===== config.mk =====
export PLATFORM = sky130hd
export DESIGN_NAME = cu_idle_irq_timer
export DESIGN_NICKNAME = d
export VERILOG_FILES = /design/src/rtl/cu_idle_irq_timer.sv
export SDC_FILE = /design/constraint.sdc
export NUM_CORES = 1
export LEC_CHECK = 0
export BUFFER_PORTS_ARGS = -buffer_cell sky130_fd_sc_hd__buf_4
export CAP_MARGIN = 40
export CORE_MARGIN = 3
export CORE_UTILIZATION = 40
export CTS_CLUSTER_SIZE = 24
export DETAILED_ROUTE_END_ITERATION = 10
export REMOVE_ABC_BUFFERS = 1
export SYNTH_ARGS = -nofsm -noshare
export SYNTH_HDL_FRONTEND = slang
export SYNTH_SLANG_ARGS = --single-unit

===== constraint.sdc =====
create_clock -name clk -period 4.2 [get_ports clk]
set_clock_uncertainty 0.2 [all_clocks]
set_input_delay 0.42 -clock clk [delete_from_list [all_inputs] [get_ports clk]]
set_output_delay 0.42 -clock clk [all_outputs]
set_load 0.03 [all_outputs]

===== src/rtl/cu_idle_irq_timer.sv =====
module cu_idle_irq_timer #(
  parameter int DLY_W    = 5,
  parameter int PRESCALE = 256
) (
  input  logic             clk,
  input  logic             rst_n,
  input  logic [DLY_W-1:0] hdr_dly,
  input  logic             hdr_ibit,
  input  logic             cmd_done,
  input  logic             cu_enter_idle,
  input  logic             host_resume,
  input  logic             rx_irq,
  input  logic             ack_we,
  input  logic [2:0]       ack_mask,
  output logic [2:0]       stat,
  output logic             irq
);
  localparam int PRE_W = (PRESCALE > 1) ? $clog2(PRESCALE) : 1;

  logic             pend;
  logic [DLY_W-1:0] cnt;
  logic [PRE_W-1:0] pre;

  wire tick     = pend && (pre == PRE_W'(PRESCALE - 1));
  wire expire   = tick && (cnt == DLY_W'(1));
  wire rx_hit   = rx_irq && pend;
  wire zero_ent = cu_enter_idle && (hdr_dly == '0);
  wire arm      = cu_enter_idle && (hdr_dly != '0);

  wire [2:0] set_v = {rx_irq, expire | rx_hit | zero_ent, cmd_done & hdr_ibit};
  wire [2:0] clr_v = ack_we ? ack_mask : 3'b000;

  always_ff @(posedge clk) begin
    if (!rst_n) begin
      stat <= '0;
      pend <= 1'b0;
      cnt  <= '0;
      pre  <= '0;
    end else begin
      stat <= (stat & ~clr_v) | set_v;
      if (arm) begin
        pend <= 1'b1;
        cnt  <= hdr_dly;
        pre  <= '0;
      end else if (host_resume || rx_hit || expire || zero_ent) begin
        pend <= 1'b0;
      end else if (pend) begin
        pre <= tick ? '0 : PRE_W'(pre + 1'b1);
        if (tick) cnt <= cnt - 1'b1;
      end
    end
  end

  assign irq = |stat;

  logic [31:0]      chk_el;
  logic [DLY_W-1:0] chk_d;
  always_ff @(posedge clk) begin
    if (!rst_n) begin
      chk_el <= '0;
      chk_d  <= '0;
    end else if (arm) begin
      chk_el <= '0;
      chk_d  <= hdr_dly;
    end else begin
      chk_el <= chk_el + 1;
    end
  end

  p_no_early_r4: assert property (@(posedge clk) disable iff (!rst_n)
    expire |-> (chk_el == 32'(chk_d) * PRESCALE - 1));

  p_cx_now_r2: assert property (@(posedge clk) disable iff (!rst_n)
    (cmd_done && hdr_ibit) |=> stat[0]);

  p_zero_dly_r3: assert property (@(posedge clk) disable iff (!rst_n)
    (cu_enter_idle && hdr_dly == '0) |=> stat[1]);

  p_rx_collapse_r6: assert property (@(posedge clk) disable iff (!rst_n)
    (rx_irq && pend) |=> (stat[1] && stat[2]));

  p_resume_cancel_r7: assert property (@(posedge clk) disable iff (!rst_n)
    (host_resume && !cu_enter_idle) |=> !pend);

  p_clear_only_r9: assert property (@(posedge clk) disable iff (!rst_n)
    $fell(stat[1]) |-> $past(ack_we && ack_mask[1]));

  p_not_together_r11: assert property (@(posedge clk) disable iff (!rst_n)
    (cmd_done && hdr_ibit && cu_enter_idle && hdr_dly != '0 && !rx_irq) |=> !$rose(stat[1]));
endmodule


# == Yosys cells after proc, flatten, opt, wreduce, memory -nomap -nowiden ==
# Index checks and enable logic that the tools add are counted.
# totals
register_bits,17
inputBits,16
out_inout_bits,4
elab_cells,42
# op_classes
n_addsub,2
n_eq_ne,3
mux,8
bitwise,8
reduce_logical,17
# op_table
op,n
5-bit 2-to-1 mux,4
8-bit by 1-bit adder with 8-bit output (second input constant),1
8-bit equality test (second input constant),1
8-bit 2-to-1 mux,1
2-bit nonzero test,3
5-bit by 1-bit equality test with 1-bit output (second input constant),1
1-bit logical AND,5
5-bit logical NOT,1
5-bit nonzero test,1
5-bit by 1-bit subtractor with 5-bit output (second input constant),1
3-bit AND,1
1-bit logical OR,3
3-bit 2-to-1 mux,1
3-bit inverter,1
3-bit bitwise OR,1
3-bit AND reduction,1
3-bit OR reduction,1
1-bit 2-to-1 mux,2
2-bit != test (second input constant),1
1-bit inverter,2
1-bit bitwise OR,2
2-bit AND reduction,1
2-bit OR reduction,1
1-bit AND,1

# == Depth between registers and ports, before layout ==
# logic_depth
ltp_word,7
ltp_mapped,7
ltp_nobuf,6

# == Least setup slack after synthesis ==
# Ideal clock, no wire load.
# synth_path
path_kind,register to register
start,reg pre[0]
end,reg cnt[2]
setup_ns,0.074
t_arrival_ns,1.727
required_ns,3.926
slack_ns,2.199
stages_incl_launch_ff,6
path_buffers,0
period_less_slack_ns,2.001
path_cell_list,dfxtp_1 -> ha_1 -> nand4_4 -> or4_4 -> or3_1 -> a31oi_1
# synth_between
elab_chain_cells,7
word_cells_on_any_way,8
cone_classes,eq/ne (2); reduce/logical (6)
# synth_lines
element,line,source
"start, declared",22,logic [PRE_W-1:0] pre;
"start signal, assigned",48,pre <= tick ? '0 : PRE_W'(pre + 1'b1);
8-bit equality test (*),24,wire tick = pend && (pre == PRE_W'(PRESCALE - 1));
1-bit logical AND (*),24,
1-bit logical AND,25,wire expire = tick && (cnt == DLY_W'(1));
1-bit logical OR (2 in series),45,end else if (host_resume || rx_hit || expire || zero_ent) begin
2-bit != test (no source line),--,
3-bit AND reduction (no source line) (*),--,
"end signal, assigned",43,cnt <= hdr_dly;
"end signal, assigned",49,if (tick) cnt <= cnt - 1'b1;
"end, declared",21,logic [DLY_W-1:0] cnt;
# Every way passes the cells marked *; elsewhere a longest branch is shown, timed or not.
# A chain may end at the register's enable or synchronous reset.

# == Final worst setup path ==
# layout_path
start,reg cnt[0]
end,reg pre[5]
# layout_between
elab_chain_cells,6
# layout_lines
element,line
5-bit by 1-bit equality test with 1-bit output,25
1-bit logical AND,25
1-bit logical OR (2 in series),45
1-bit inverter (no source line),--
2-bit AND reduction (no source line),--
# No other way between the ends.

==> flow_metrics.py <==
metrics = {
    "detailed_routing": {
        "detail_route.vias_per_cell": 6.00,
        "drt-total-wl_um": 2300,
        "num_vias": 954,
        "routedWlPerCell_um": 14.4,
        "drc_violation_count_after_routing": 0,
        "detail_route.iter0.violations": 59,
        "drtAntennaViolNets": 0,
        "detail_route.first_pass.iterations": 5,
    },
    "job": {
        "max-cap-violations": 0,
    },
    "placed_design": {
        "place_ws_ns": 1.78,
        "detailedPlacementHpwl_um": 1750,
        "placement.io_buffers": 19,
        "place.detailed.instances": 155,
        "gpl.final_weighted_congestion": 0.765,
    },
    "timing": {
        "fin_crit_sh_pct": 56.0,
        "grt_setup_unrepaired": "no",
        "clock.fmax_mhz": 425,
        "worst-slew-pin-transition_ns": 0.796,
        "fin_setup_tns_ns": 0,
        "post-route-min-period_ns": 2.35,
        "layout_setup_ws_ns": 1.85,
        "report.final.slew_viol_count": 0,
        "setup-violations-final": 0,
        "maxSlewHeadroom_pct": 46.5,
        "final_hold_fails": 0,
    },
    "layout": {
        "finish.net_count": 151,
        "post_layout_nonfiller_instances": 159,
        "multiInputGateArea_um2": 614,
        "layout_cells_sized_above_1_pct": 26.7,
        "ff_latch_area_um2": 340,
        "final.fill_count": 221,
        "diodes": 0,
        "area_delta_synth_final_pct": 20.3,
    },
    "synth": {
        "yosys.cell_types.count": 38,
        "ys_top_cells_by_area": "dfxtp_1 (35%), a21oi_1 (4.6%), nand4_4 (4.3%), ha_1 (3.8%), or3_1 (3.8%)",
        "area_of_the_mapped_netlist_um2": 982,
        "synthesis.instances": 109,
        "synth.top_cell.area_share_pct": 34.6,
        "synth.ff_latch_count": 17,
        "synth_area_per_cell_um2": 9.01,
        "synthMostInstantiatedCell": "dfxtp_1",
        "ys.flop_type": "dfxtp_1",
        "post_synth_edffs": 0,
        "synth-async-reset-ratio_pct": 0,
        "synth_warnings": 0,
        "yosysSeqAreaShare_pct": 34.6,
        "synth.top_cells.by_count": "dfxtp_1 (17), a21oi_1 (9), nand3_1 (7)",
        "synthDominantAreaCellType": "dfxtp_1",
    },
    "setup_path": {
        "crit_slowest_cell": "nor3b_2",
        "critical_path.max_stage_delay_ns": 0.73,
        "critPathArrivalTime_ns": 2.34,
        "critical_path_buf_inv_count": 0,
        "crit_path_cell_trace": "ha_1 -> nor4b_2 -> nor3b_2 -> nor3_1 -> o221a_2",
        "required_ns": 4.19,
        "critical_path_maximum_fanout": 17,
        "end_kind": "register",
        "setup.worst_path.class": "reg -> reg",
        "worstSetupStartpointType": "register",
        "worst_path_dominant_cell_family": "simple AND/OR/NAND/NOR gates",
    },
    "clock_tree": {
        "tritoncts.num_buffers": 3,
        "post-cts-setup-buffers": 0,
        "cts.hold.buffers_added": 0,
        "tritoncts": "yes",
        "clock_transition_at_the_registers_of_the_reported_paths_ns": 0.10,
        "cts-resized-gates": 0,
        "clock_latency_ns": 0.29,
        "cts_htree_levels": 1,
        "clk_path_buf_depth": 2,
        "cts.sink_count": 17,
        "root_buffer": "clkbuf_4",
    },
    "global_route": {
        "globalRoute.totalOverflow": 0,
        "grt_start_max_net_pins": 18,
        "grt_antenna_before_repair": 0,
        "groute.usage.overall_pct": 16.3,
        "grt_first_pass_wirelength_um": 4110,
        "number_of_global_route_vias_before_repair": 887,
    },
    "power": {
        "power_density_mw_per_mm2": 264,
        "cellLeakagePower_nw": 0.436,
        "ir_drop_mv": 0.138,
        "report.power.total_mw": 0.312,
    },
    "min_path": {
        "hold_path_class": "in -> reg",
    },
    "floorplanning": {
        "die_w_um": 55.6,
        "initial_utilization_pct": 43.2,
        "core.rowCount": 17,
        "floorplan.die.height_um": 55.6,
        "die_area_mm2": 0.00309,
        "coreArea_mm2": 0.00228,
        "top_level_port_count": 20,
    },
    "outcome": {
        "run_status": "finished, final reports clean",
    },
}
==> state kept, by name (all words and copies together) (netlist names) <==
signal,count
pre,8
cnt,5
stat,3
pend,1
==> layout by cell type, fill, tap and decap left out, drive strengths merged, types with 2 or more instances in the layout <==
cell	instances
or3	6
o211ai	2
buf	19
dfxtp	17
nand2	6
o21ai	7
o31ai	4
or2	2
ha	3
nand2b	2
a21oi	9
nand4b	2
o22ai	2
nand4	3
nor2	5
or4	6
clkbuf	4
nor3b	2
inv	6
nor3	2
nand3	7
==> cells by family (layout without fill, tap and decap cells) <==
logic type                 count (synthesis)  count (layout)  share of synthesized area [%]
buffers and inverters                      7              29                           2.80
muxes                                      1               1                           1.02
adders and majority gates                  3               3                           3.82
DFF                                       17              17                           34.7
and+or+nand+nor                           47              47                           33.5
AOI/OAI and AO/OA                         34              34                           24.2
==> stage by stage <==
step | cell area (µm²) | hold WS [ns] | utilization [%]
2_1_floorplan | 977 | 0.279 | -
3_3_place_gp | 1150 | 0.290 | 50.7
3_5_place_dp | 1150 | 0.302 | 50.7
4_1_cts | 1180 | 0.173 | 51.9
5_1_grt | 1180 | 0.196 | 51.9
6_report | 1180 | 0.176 | 51.9
==> worst register-to-register path, stage by stage (launching register included) <==
cell     delay, ns
dfxtp_1       0.41
ha_1          0.16
nor4b_2       0.35
nor3b_2       0.73
nor3_1        0.11
o221a_2       0.29
==> report_power, final <==
part | internal [mW] | leakage (nW) | switching [mW]
clock | 0.0369 | 0.0150 | 0.0503
sequential | 0.167 | 0.139 | 0.00562
combinational | 0.0252 | 0.282 | 0.0275
==> per-layer routing <==
metal | track usage [%] | vias up | share of wire, % | routed length (µm)
met3 | 2.57 | 2 | 4.8 | 110
met1 | 23.0 | 453 | 47 | 1070
met5 | 0 | - | 0 | 0
met2 | 25.2 | 25 | 48 | 1100
li1 | - | 474 | - | -
met4 | 5.21 | 0 | 0.74 | 17
==> final cells by class <==
class                   count  area share, %
multi-input cells          85           52.0
flip-flops and latches     17           28.8
repair buffers             19           12.1
well taps                  28           2.97
clock buffers               4           2.22
inverters                   6           1.91
==> final timing paths <==
path,startpoint,endpoint,slack (ns),depth (start not counted)
hold / removal,rx_irq,stat[2]$_SDFF_PN0_,0.18,3
hold reg to reg,stat[2]$_SDFF_PN0_,stat[2]$_SDFF_PN0_,0.32,2
setup reg to reg,cnt[0]$_SDFFE_PN0P_,pre[5]$_SDFFE_PP0P_,1.85,5
setup / recovery,cnt[0]$_SDFFE_PN0P_,pre[5]$_SDFFE_PP0P_,1.85,5
(Power assumes the default switching activity.)
